===== src/rtl/bdc_pkg.sv =====
package bdc_pkg;
  typedef struct packed {
    logic load;     // capture operands, clear divider
    logic step;     // one restoring-division step
    logic finish;   // normalise and register the result
    logic zeroErr;  // zero request: register an error result
  } bdcStrobe_t;
endpackage


===== src/rtl/bdc_ctrl.sv =====
module bdc_ctrl
  import bdc_pkg::*;
#(
  parameter int WIDTH = 32
) (
  input  logic       clk,
  input  logic       rstN,
  input  logic       start,
  input  logic       reqZero,
  output bdcStrobe_t strb,
  output logic       valid
);
  localparam int CNT_W = $clog2(WIDTH);
  localparam logic [CNT_W-1:0] LAST_STEP = CNT_W'(WIDTH - 1);

  typedef enum logic [1:0] {S_IDLE, S_DIV, S_CALC} state_t;
  state_t state, stateNxt;
  logic [CNT_W-1:0] stepCnt;

  always_comb begin
    strb     = '0;
    stateNxt = state;
    case (state)
      S_IDLE: if (start) begin
        if (reqZero) strb.zeroErr = 1'b1;
        else begin
          strb.load = 1'b1;
          stateNxt  = S_DIV;
        end
      end
      S_DIV: begin
        strb.step = 1'b1;
        if (stepCnt == LAST_STEP) stateNxt = S_CALC;
      end
      S_CALC: begin
        strb.finish = 1'b1;
        stateNxt    = S_IDLE;
      end
      default: stateNxt = S_IDLE;
    endcase
  end

  always_ff @(posedge clk) begin
    if (!rstN) begin
      state   <= S_IDLE;
      stepCnt <= '0;
      valid   <= 1'b0;
    end else begin
      state <= stateNxt;
      valid <= strb.finish | strb.zeroErr;
      if (strb.load)      stepCnt <= '0;
      else if (strb.step) stepCnt <= stepCnt + 1'b1;
    end
  end

  AST_VALID_PULSE: assert property (@(posedge clk) disable iff (!rstN)
    valid |=> !valid);
  AST_BUSY_NO_RESULT: assert property (@(posedge clk) disable iff (!rstN)
    (state == S_DIV) |-> !valid && !strb.zeroErr);
endmodule


===== src/rtl/bdc_dpath.sv =====
module bdc_dpath
  import bdc_pkg::*;
#(
  parameter int WIDTH  = 32,
  parameter int SPR_W  = 4,
  parameter int SPPR_W = 3
) (
  input  logic                     clk,
  input  logic                     rstN,
  input  bdcStrobe_t               strb,
  input  logic [WIDTH-1:0]         coreHz,
  input  logic [WIDTH-1:0]         reqHz,
  output logic [SPR_W-1:0]         spr,
  output logic [SPPR_W-1:0]        sppr,
  output logic [SPR_W+SPPR_W:0]    cfgByte,
  output logic                     err
);
  localparam int EXT      = WIDTH + 2;
  localparam int MAX_EXP  = (1 << SPPR_W) - 1;
  localparam int SPR_LIM  = 1 << SPR_W;

  logic [WIDTH-1:0] remQ, quoQ, divisorQ;
  logic [WIDTH:0]   trial, diff;
  logic             fits;

  // restoring division step
  always_comb begin
    trial = {remQ, quoQ[WIDTH-1]};
    diff  = trial - {1'b0, divisorQ};
    fits  = (trial >= {1'b0, divisorQ});
  end

  always_ff @(posedge clk) begin
    if (!rstN) begin
      remQ     <= '0;
      quoQ     <= '0;
      divisorQ <= '0;
    end else if (strb.load) begin
      remQ     <= '0;
      quoQ     <= coreHz;
      divisorQ <= reqHz;
    end else if (strb.step) begin
      remQ <= fits ? diff[WIDTH-1:0] : trial[WIDTH-1:0];
      quoQ <= {quoQ[WIDTH-2:0], fits};
    end
  end

  function automatic int leadPos(input logic [EXT-1:0] v);
    int p = 0;
    for (int i = 0; i < EXT; i++) if (v[i]) p = i + 1;
    return p;
  endfunction

  logic [EXT-1:0]    ceilDiv, rounded, roundMask, shifted;
  logic [SPR_W-1:0]  sprN;
  logic [SPPR_W-1:0] spprN;
  logic              errN;
  int                expFirst, expFinal;

  always_comb begin
    ceilDiv   = EXT'(quoQ) + EXT'(remQ != '0);
    rounded   = ceilDiv;
    roundMask = '0;
    expFirst  = 0;
    expFinal  = 0;
    if (ceilDiv >= EXT'(SPR_LIM)) begin
      expFirst  = leadPos(ceilDiv) - SPR_W;
      roundMask = (EXT'(1) << expFirst) - EXT'(1);
      rounded   = (ceilDiv + roundMask) & ~roundMask;
      expFinal  = leadPos(rounded) - SPR_W;
    end
    shifted = rounded >> expFinal;
    sprN    = shifted[SPR_W-1:0];
    spprN   = SPPR_W'(expFinal);
    errN    = (expFinal > MAX_EXP);
  end

  always_ff @(posedge clk) begin
    if (!rstN) begin
      spr     <= '0;
      sppr    <= '0;
      cfgByte <= '0;
      err     <= 1'b0;
    end else if (strb.zeroErr || (strb.finish && errN)) begin
      spr     <= '0;
      sppr    <= '0;
      cfgByte <= '0;
      err     <= 1'b1;
    end else if (strb.finish) begin
      spr     <= sprN;
      sppr    <= spprN;
      cfgByte <= {spprN[SPPR_W-1:1], 1'b0, spprN[0], sprN};
      err     <= 1'b0;
    end
  end

  AST_HOLD_RESULT: assert property (@(posedge clk) disable iff (!rstN)
    !(strb.finish || strb.zeroErr) |=> $stable(cfgByte) && $stable(err));
  AST_ERR_ZEROED: assert property (@(posedge clk) disable iff (!rstN)
    err |-> (cfgByte == '0) && (spr == '0) && (sppr == '0));
  AST_NORMALISED: assert property (@(posedge clk) disable iff (!rstN)
    (!err && sppr != '0) |-> spr[SPR_W-1]);
endmodule


===== src/rtl/baud_div_calc.sv =====
module baud_div_calc
  import bdc_pkg::*;
(
  input  logic        clk,
  input  logic        rstN,
  input  logic        start,
  input  logic [31:0] coreHz,
  input  logic [31:0] reqHz,
  output logic        valid,
  output logic [3:0]  spr,
  output logic [2:0]  sppr,
  output logic [7:0]  cfgByte,
  output logic        err
);
  localparam int WIDTH  = 32;
  localparam int SPR_W  = 4;
  localparam int SPPR_W = 3;

  bdcStrobe_t strb;

  bdc_ctrl #(.WIDTH(WIDTH)) uCtrl (
    .clk(clk), .rstN(rstN), .start(start),
    .reqZero(reqHz == '0), .strb(strb), .valid(valid)
  );

  bdc_dpath #(.WIDTH(WIDTH), .SPR_W(SPR_W), .SPPR_W(SPPR_W)) uDpath (
    .clk(clk), .rstN(rstN), .strb(strb), .coreHz(coreHz), .reqHz(reqHz),
    .spr(spr), .sppr(sppr), .cfgByte(cfgByte), .err(err)
  );
endmodule


===== config.mk =====
export PLATFORM = sky130hd
export DESIGN_NAME = baud_div_calc
export DESIGN_NICKNAME = d
export VERILOG_FILES = /design/src/rtl/bdc_pkg.sv /design/src/rtl/bdc_ctrl.sv /design/src/rtl/bdc_dpath.sv /design/src/rtl/baud_div_calc.sv
export SDC_FILE = /design/constraint.sdc
export NUM_CORES = 1
export LEC_CHECK = 0
export ABC_AREA = 1
export ABC_CLOCK_PERIOD_IN_PS = 13100
export BUFFER_PORTS_ARGS = -buffer_cell sky130_fd_sc_hd__buf_2
export CORE_MARGIN = 3
export CORE_UTILIZATION = 35
export CTS_CLUSTER_SIZE = 25
export DETAILED_ROUTE_END_ITERATION = 6
export PLACE_DENSITY = 0.52
export SYNTH_ARGS = -nofsm -noshare
export SYNTH_HDL_FRONTEND = slang
export SYNTH_SLANG_ARGS = --single-unit
export TNS_END_PERCENT = 1

===== constraint.sdc =====
create_clock -name clk -period 13.1 [get_ports clk]
set_input_delay 0.655 -clock clk [delete_from_list [all_inputs] [get_ports clk]]
set_output_delay 0.655 -clock clk [all_outputs]
set_load 0.02 [all_outputs]

==> impl_metrics.ini, run 1 <==
[cts]
h-tree-depth = 3
clock_latency_ns = 0.36
path_clk_slew_ns = 0.08
cts-root-buf = clkbuf_16
clock_path_buffers = 2
cts_setup_buffers = 0
cts_buffers = 9
clock_sinks = 112
cts_tree = built

[global_route]
antenna_found_initial = 0
grt_pass1_vias = 12310
grt_overflow_total = 0
grtUsageTotal_pct = 21.15
grt_first_pass_wirelength_um = 62960
grt_max_degree = 67

[final_layout]
layout.nets = 2177
area_growth_pct = 8.838
num_antenna_cells = 0
drive_gt1_share_pct = 11.03
fillers = 3691

[setup_path]
required_ns = 13.35
slowest_stage = inv_1
crit_buf_inv = 11
worst_r2r_path_depth = 73
end_kind = flop
path_class = flop to flop
worstSetupStartpointType = flop
crit_arrival_ns = 12.07
critPathMaxStageDelay_ns = 0.78
regToRegStartpoint = uDpath.remQ[24]$_SDFFE_PP0P_
critical-path-top-delay-family = simple AND/OR/NAND/NOR gates
rrSetupSlack_ns = 1.28
worstPathMaxFanout = 32
timing.rr.end = uDpath.spr[2]$_SDFFE_PP0P_

[timing]
setup_violations = 0
final-max-slew-violation-count = 0
min_period_ns = 11.82
hold_viol = 0
max_freq_mhz = 84.62
finClkSkew_ns = 0.01059
relSlewSlack_pct = 27.47
post-route-period-util_pct = 90.21
max_slew.worst_pin.slew_ns = 1.085
tns_ns = 0
rsz0062_at_grt = no

[yosys]
postSynthCellCount = 2007
yosysSeqAreaShare_pct = 18.72
ys_types = 58
yosys_most_used_dff = dfxtp_1
ys_ff_latch = 112
netlist.area_leader.share_pct = 18.72
synth_edf_count = 0
yosysMostFrequentCell = nand2_1
synth_top_area_cell = dfxtp_1
synthTopCellsByArea = dfxtp_1 (19%), nand2_1 (16%), nand3_1 (8.2%)
synth_common_cells = nand2_1 (503), inv_1 (217), nand3_1 (196)
synthesis.nets = 2149
synth_area_per_cell_sq_um = 5.967
netlist_area_sq_um = 11980
ys_warn_count = 0
async_reset_ff_share_pct = 0

[outcome]
status = finished, final reports clean

[floorplan]
die_h_um = 191.0
die_area_sq_um = 36470
ios = 84
rows = 67
fp.coreArea_sq_um = 33620
die_w_um = 191.0
initial_core_util_pct = 35.63

[drt]
drtAntennaViolNets = 0
routed_wire_length_per_instance_um = 15.57
drtIter0Drc = 876
via_count = 13050
first_pass_iters = 5
wirelength_um = 38730
avgViaCountPerCell = 5.244
route.detailed.drc = 0

[worst_hold_path]
whs_path_depth = 2
holdCritStartpoint = uDpath.divisorQ[29]$_SDFFE_PN0P_
hold_class = flop to flop
holdPathEnd = uDpath.divisorQ[29]$_SDFFE_PN0P_

[place]
place.gp.congestion = 0.8920
portBuffers = 82
dp_hpwl_um = 30960

[flow_run]
drv_cap = 0
registers in the layout, indices dropped and copies added, names as in the netlist:
register / count
uDpath.quoQ: 32
uDpath.cfgByte: 1
uDpath.divisorQ: 32
uDpath.spr: 3
uDpath.sppr: 3
uCtrl.stepCnt: 5
uDpath.err: 1
uCtrl.valid: 1
uCtrl.state: 2
uDpath.remQ: 32
placed cells by master (no fill, tap or decap), types with 6 or more instances in the layout:
master	netlist	routed
buf_2	18	82
inv_2	16	16
nor2_2	11	13
xor2_1	42	39
a21oi_1	178	178
nand2_2	16	18
nand3_2	14	14
nand3_1	196	196
clkbuf_16	0	9
a31oi_1	21	21
inv_1	217	217
nand2_1	503	501
o31ai_1	6	6
nor2_4	6	6
nor3_1	22	22
buf_4	8	15
or2_2	14	14
o21ai_0	102	100
xnor2_1	27	27
o21ai_1	8	10
o211ai_1	6	6
nor4_1	25	21
a221oi_1	19	19
nand4_1	35	35
ha_1	73	72
nor2_1	194	192
clkinv_1	7	7
dfxtp_1	112	112
metrics by stage:
stage / utilization (%) / std cells / hold WS [ns] / area, sq um / setup slack, ns
6_report: 38.78 / 2488 / 0.4694 / 13040 / 1.283
3_5_place_dp: 37.76 / 2472 / 0.4613 / 12690 / 0.9912
3_3_place_gp: 37.76 / 2472 / 0.4538 / 12690 / 1.176
4_1_cts: 38.63 / 2488 / 0.4724 / 12990 / 0.9126
2_1_floorplan: - / 2007 / 0.4353 / 11980 / 3.049
5_1_grt: 38.78 / 2488 / 0.4792 / 13040 / 0.08355
worst min-delay path, stage by stage, from the launching register on:
cell and delay, ns:
dfxtp_1 0.30, inv_1 0.07, a21oi_1 0.06
how the worst max path moves through the flow:
stage,cells after the start,end,startpoint
after floorplan,85,uDpath.spr[0]$_SDFFE_PP0P_,uDpath.remQ[8]$_SDFFE_PP0P_
after global placement,73,uDpath.spr[1]$_SDFFE_PP0P_,uDpath.remQ[16]$_SDFFE_PP0P_
after detailed placement,73,uDpath.spr[1]$_SDFFE_PP0P_,uDpath.remQ[20]$_SDFFE_PP0P_
after CTS,73,uDpath.spr[1]$_SDFFE_PP0P_,uDpath.remQ[20]$_SDFFE_PP0P_
after global routing,87,uDpath.spr[0]$_SDFFE_PP0P_,uDpath.remQ[24]$_SDFFE_PP0P_
final,73,uDpath.spr[2]$_SDFFE_PP0P_,uDpath.remQ[24]$_SDFFE_PP0P_
kinds of logic (layout without fill, tap and decap cells):
kind of cell    Yosys count  count (layout)  share of synthesized area, %
xor+xnor                 71              71                         5.318
flops                   112             112                         18.72
compound gates          365             365                         16.97
other cells               1               1                       0.03131
buf+inv                 321             354                         10.74
fa+ha+maj                75              75                         7.961
simple gates           1062            1062                         40.26
metal layers:
metal	vias to the layer above	global-route usage [%]	wire (um)
met5	-	0	0
met4	0	5.843	837
met3	47	1.834	1489
met2	280	35.11	17790
met1	6008	29.37	18620
li1	6713	-	-
layout make-up:
type                       count  area [sq um]  share of cell area [%]
multi-input combinational   1574          8508                   65.27
sequential                   112          2242                   17.20
inverter                     241         909.6                   6.978
tap                          448         560.5                   4.300
timing repair buffer          97         523.0                   4.012
clock buffer                  12         256.5                   1.968
clock inverter                 4         35.03                  0.2688
what timing repair did:
action,4_1_cts,5_1_grt
endpoints found under the setup margin,0,9
resized for setup,0,10
hold buffers,0,0
Power of run 1 is not shown: default switching activity piles up to over one toggle a cycle in this logic, so the estimate is an artifact.
==> inputs of run 2 (changes only) <==
- ABC_CLOCK_PERIOD_IN_PS: 13100 -> 15010
- clock period: 13.1 -> 15.01 ns (I/O delays scaled with it)
==> run 2 against run 1 <==
- critical path depth up 1
- first-iteration DRC count down 11%
- hold slack worse by 0.0025 ns
- non-clock buffer count down 5
- sequential share of layout area up 0.12 points
- final cell count down 0.20%
- utilization down 0.26 points
- die area unchanged
- routed wire length down 1.0%
- global-route usage down 0.35 points
- final area down 0.67%
- setup slack better by 0.76 ns
- highest routed layer unchanged
==> impl_metrics.ini, run 2 (same netlist as run 1, synthesis figures left out) <==
[outcome]
status = finished, final reports clean

[final_layout]
drive_gt1_share_pct = 10.47
layout.nets = 2172
ff_latch_area_sq_um = 2242
fillers = 3806
multi_input_area_sq_um = 8458
final_cell_mix = nand2_1 (501), inv_1 (217), nand3_1 (196)
reg.largest.list = uDpath.divisorQ x32, uDpath.quoQ x32, uDpath.remQ x32
mostFrequentLayoutCell = nand2_1
num_antenna_cells = 0
area_growth_pct = 8.107

[cts]
path_clk_slew_ns = 0.08
cts_tree = built
clock_latency_ns = 0.37
cts_buffers = 9
clock_path_buffers = 2
cts_hold_buf = 0
cts_resized = 0
clock_sinks = 112
cts_setup_buffers = 0
h-tree-depth = 3
cts-root-buf = clkbuf_16

[setup_path]
path_class = flop to flop
worstPathMaxFanout = 34
timing.rr.end = uDpath.spr[0]$_SDFFE_PP0P_
regToRegStartpoint = uDpath.remQ[24]$_SDFFE_PP0P_
end_kind = flop
critPathMaxStageDelay_ns = 0.95
worstSetupStartpointType = flop
slowest_stage = nand2_1
crit_arrival_ns = 13.27
critPathMostFrequentCell = nand2_1
worst_r2r_path_depth = 74
required_ns = 15.31
rrSetupSlack_ns = 2.04

[place]
dp_hpwl_um = 30840
place.gp.congestion = 0.9118
portBuffers = 82

[floorplan]
die_area_sq_um = 36470
die_w_um = 191.0
ios = 84
initial_core_util_pct = 35.63
rows = 67
die_h_um = 191.0
fp.coreArea_sq_um = 33620

[timing]
setup_violations = 0
hold_viol = 0
finClkSkew_ns = 0.009508
final-max-slew-violation-count = 0
relSlewSlack_pct = 18.20
max_freq_mhz = 77.10
post-route-period-util_pct = 86.41
tns_ns = 0
rsz0062_at_grt = no
max_slew.worst_pin.slew_ns = 1.226
min_period_ns = 12.97

[global_route]
grt_overflow_total = 0
grtUsageTotal_pct = 20.80
antenna_found_initial = 0
grt_max_degree = 67
grt_first_pass_wirelength_um = 61950
grt_pass1_vias = 12210

[worst_hold_path]
hold_class = flop to flop
holdPathEnd = uDpath.divisorQ[31]$_SDFFE_PN0P_
holdCritStartpoint = uDpath.divisorQ[31]$_SDFFE_PN0P_
whs_path_depth = 2

[drt]
avgViaCountPerCell = 5.220
first_pass_iters = 5
via_count = 12960
drtIter0Drc = 780
routed_wire_length_per_instance_um = 15.44
route.detailed.drc = 0
wirelength_um = 38350
drtAntennaViolNets = 0

[flow_run]
drv_cap = 0
-- run 2: stage by stage --
step | worst slack, ns | std cells | cell area (sq um) | hold slack (ns) | util, %
2_1_floorplan | 4.959 | 2007 | 11980 | 0.4353 | -
3_3_place_gp | 2.341 | 2467 | 12660 | 0.4536 | 37.65
3_5_place_dp | 2.198 | 2467 | 12660 | 0.4545 | 37.65
4_1_cts | 2.125 | 2483 | 12950 | 0.4670 | 38.52
5_1_grt | 0.5289 | 2483 | 12950 | 0.4987 | 38.52
6_report | 2.041 | 2483 | 12950 | 0.4669 | 38.52
-- run 2: how the worst max path moves through the flow --
| stage | start | end | slack, ns | depth (start not counted) |
|---|---|---|---|---|
| 5_1_grt | uDpath.remQ[16]$_SDFFE_PP0P_ | uDpath.spr[0]$_SDFFE_PP0P_ | 0.53 | 74 |
| 3_3_place_gp | uDpath.remQ[16]$_SDFFE_PP0P_ | uDpath.spr[0]$_SDFFE_PP0P_ | 2.34 | 75 |
| 6_report | uDpath.remQ[24]$_SDFFE_PP0P_ | uDpath.spr[0]$_SDFFE_PP0P_ | 2.04 | 74 |
| 4_1_cts | uDpath.remQ[24]$_SDFFE_PP0P_ | uDpath.spr[0]$_SDFFE_PP0P_ | 2.12 | 74 |
| 2_1_floorplan | uDpath.remQ[8]$_SDFFE_PP0P_ | uDpath.spr[0]$_SDFFE_PP0P_ | 4.96 | 85 |
| 3_5_place_dp | uDpath.remQ[24]$_SDFFE_PP0P_ | uDpath.spr[2]$_SDFFE_PP0P_ | 2.20 | 72 |
-- run 2: final cells by class --
class	instances	area share [%]
clock inverters	5	0.2996
multi-input cells	1574	65.33
flip-flops and latches	112	17.32
clock buffers	11	1.952
inverters	241	7.026
repair buffers	92	3.750
well taps	448	4.329
-- run 2: metal layers --
layer  vias to the layer above  global-route usage (%)  part of all wire (%)
met3                        39                   2.274                   4.0
li1                       6719                       -                     -
met4                         0                   5.560                   2.1
met2                       258                   34.74                    45
met1                      5945                   28.49                    49
met5                         -                       0                     0
-- run 2: worst max-delay path: cells and delay by family, from the launching register on --
family / cells / cell delay, ns
flip-flops: 1 / 0.35
AO/OA/AOI/OAI: 14 / 2.38
XOR/XNOR: 1 / 0.31
AND/OR/NAND/NOR: 43 / 7.44
buffers and inverters: 11 / 0.96
adder cells (fa/ha/maj): 5 / 1.44
Power of run 2 is left out for the same reason.
==> inputs of run 3 (changes only) <==
- ABC_CLOCK_PERIOD_IN_PS: 15010 -> 16410
- CTS_CLUSTER_DIAMETER: default -> 40
- RECOVER_POWER: default -> 25
- clock period: 15.01 -> 16.41 ns (I/O delays scaled with it)
==> run 3 against run 2 <==
- the flow now finishes with violations (max-capacitance violations, max-slew violations)
- final area up 0.13%
- via count shrank 0.54%
- clock skew is 0.0020 ns higher
- non-clock buffer count unchanged
- final cell count unchanged
==> impl_metrics.ini, run 3 (same netlist as run 1, synthesis figures left out) <==
[place]
dp_hpwl_um = 30630
place.gp.congestion = 0.9124
pre_cts_slack_ns = 3.590
placed_cells = 2467
portBuffers = 82

[setup_path]
worstPathMaxFanout = 34
required_ns = 16.71
path_class = flop to flop
end_kind = flop
critPathMostFrequentCell = nand2_1
critical-path-top-delay-family = simple AND/OR/NAND/NOR gates
slowest_stage = nand2_1
crit_buf_inv = 11
critPathMaxStageDelay_ns = 0.96
crit_arrival_ns = 13.36
worstSetupStartpointType = flop

[global_route]
antenna_found_initial = 0
grtUsageTotal_pct = 20.83
grt_pass1_vias = 12270
grt_max_degree = 67
grt_overflow_total = 0
grt_first_pass_wirelength_um = 61890

[floorplan]
die_w_um = 191.0
die_area_sq_um = 36470
die_h_um = 191.0
ios = 84
rows = 67
fp.coreArea_sq_um = 33620
initial_core_util_pct = 35.63

[timing]
fin_ws_ns = 3.354
tns_ns = 0
timing.hold.ws_ns = 0.4655
final-max-slew-violation-count = 139
relSlewSlack_pct = -67.45
hold_viol = 0
finClkSkew_ns = 0.01153
setup_violations = 0
min_period_ns = 13.06
post-route-period-util_pct = 79.56
max_slew.worst_pin.slew_ns = 2.512
rsz0062_at_grt = no
max_freq_mhz = 76.59

[final_layout]
drive_gt1_share_pct = 9.533
final_cell_mix = nand2_1 (501), inv_1 (217), nand3_1 (196)
finish.cell_count_without_fillers = 2483
fillers = 3797
num_antenna_cells = 0
mostFrequentLayoutCell = nand2_1
area_growth_pct = 8.243
reg.largest.list = uDpath.divisorQ x32, uDpath.quoQ x32, uDpath.remQ x32
layout.nets = 2172

[cts]
cts-root-buf = clkbuf_16
cts_buffers = 9
path_clk_slew_ns = 0.08
clock_latency_ns = 0.37
cts_resized = 0
cts_setup_buffers = 0
cts_tree = built
clock_path_buffers = 2
h-tree-depth = 3
clock_sinks = 112
cts_hold_buf = 0

[outcome]
status = complete, but fails checks
violations = max-capacitance violations, max-slew violations

[drt]
route.detailed.drc = 0
drtAntennaViolNets = 0
first_pass_iters = 6
wirelength_um = 38060
drtIter0Drc = 757
via_count = 12890
routed_wire_length_per_instance_um = 15.33
avgViaCountPerCell = 5.192

[flow_run]
drv_cap = 3

[worst_hold_path]
hold_class = flop to flop
-- run 3: final cells by class --
class                      count  area [sq um]  share of cell area, %
sequential                   112          2242                  17.30
clock inverter                 7         111.4                 0.8590
tap                          448         560.5                  4.324
multi-input combinational   1574          8458                  65.24
timing repair buffer          92         456.7                  3.523
inverter                     241         909.6                  7.017
clock buffer                   9         225.2                  1.737
-- run 3: routing by layer --
metal | up-vias | track usage, % | part of all wire, %
met5 | - | 0 | 0
met4 | 0 | 5.447 | 1.9
met3 | 44 | 2.824 | 3.6
met2 | 246 | 35.02 | 46
met1 | 5883 | 28.06 | 49
li1 | 6718 | - | -
-- run 3: path summary, 6_finish.rpt --
kind                            slack, ns                               end                        startpoint  cells after the start
worst max register to register       3.35        uDpath.spr[0]$_SDFFE_PP0P_      uDpath.remQ[12]$_SDFFE_PP0P_                     74
worst min-delay path                 0.47  uDpath.divisorQ[31]$_SDFFE_PN0P_  uDpath.divisorQ[31]$_SDFFE_PN0P_                      2
worst min register to register       0.47  uDpath.divisorQ[31]$_SDFFE_PN0P_  uDpath.divisorQ[31]$_SDFFE_PN0P_                      2
worst max-delay path                 3.35        uDpath.spr[0]$_SDFFE_PP0P_      uDpath.remQ[12]$_SDFFE_PP0P_                     74
-- run 3: metrics by stage --
stage | utilization (%) | instance area [sq um]
finish | 38.56 | 12960
global placement | 37.65 | 12660
global route | 38.56 | 12960
floorplan | - | 11980
CTS | 38.65 | 12990
detailed placement | 37.65 | 12660
-- run 3: tightest hold or removal path, cell delays in order, from the launching register on --
cell	delay, ns
dfxtp_1	0.30
inv_1	0.06
a21oi_1	0.06
Power of run 3 is left out for the same reason.
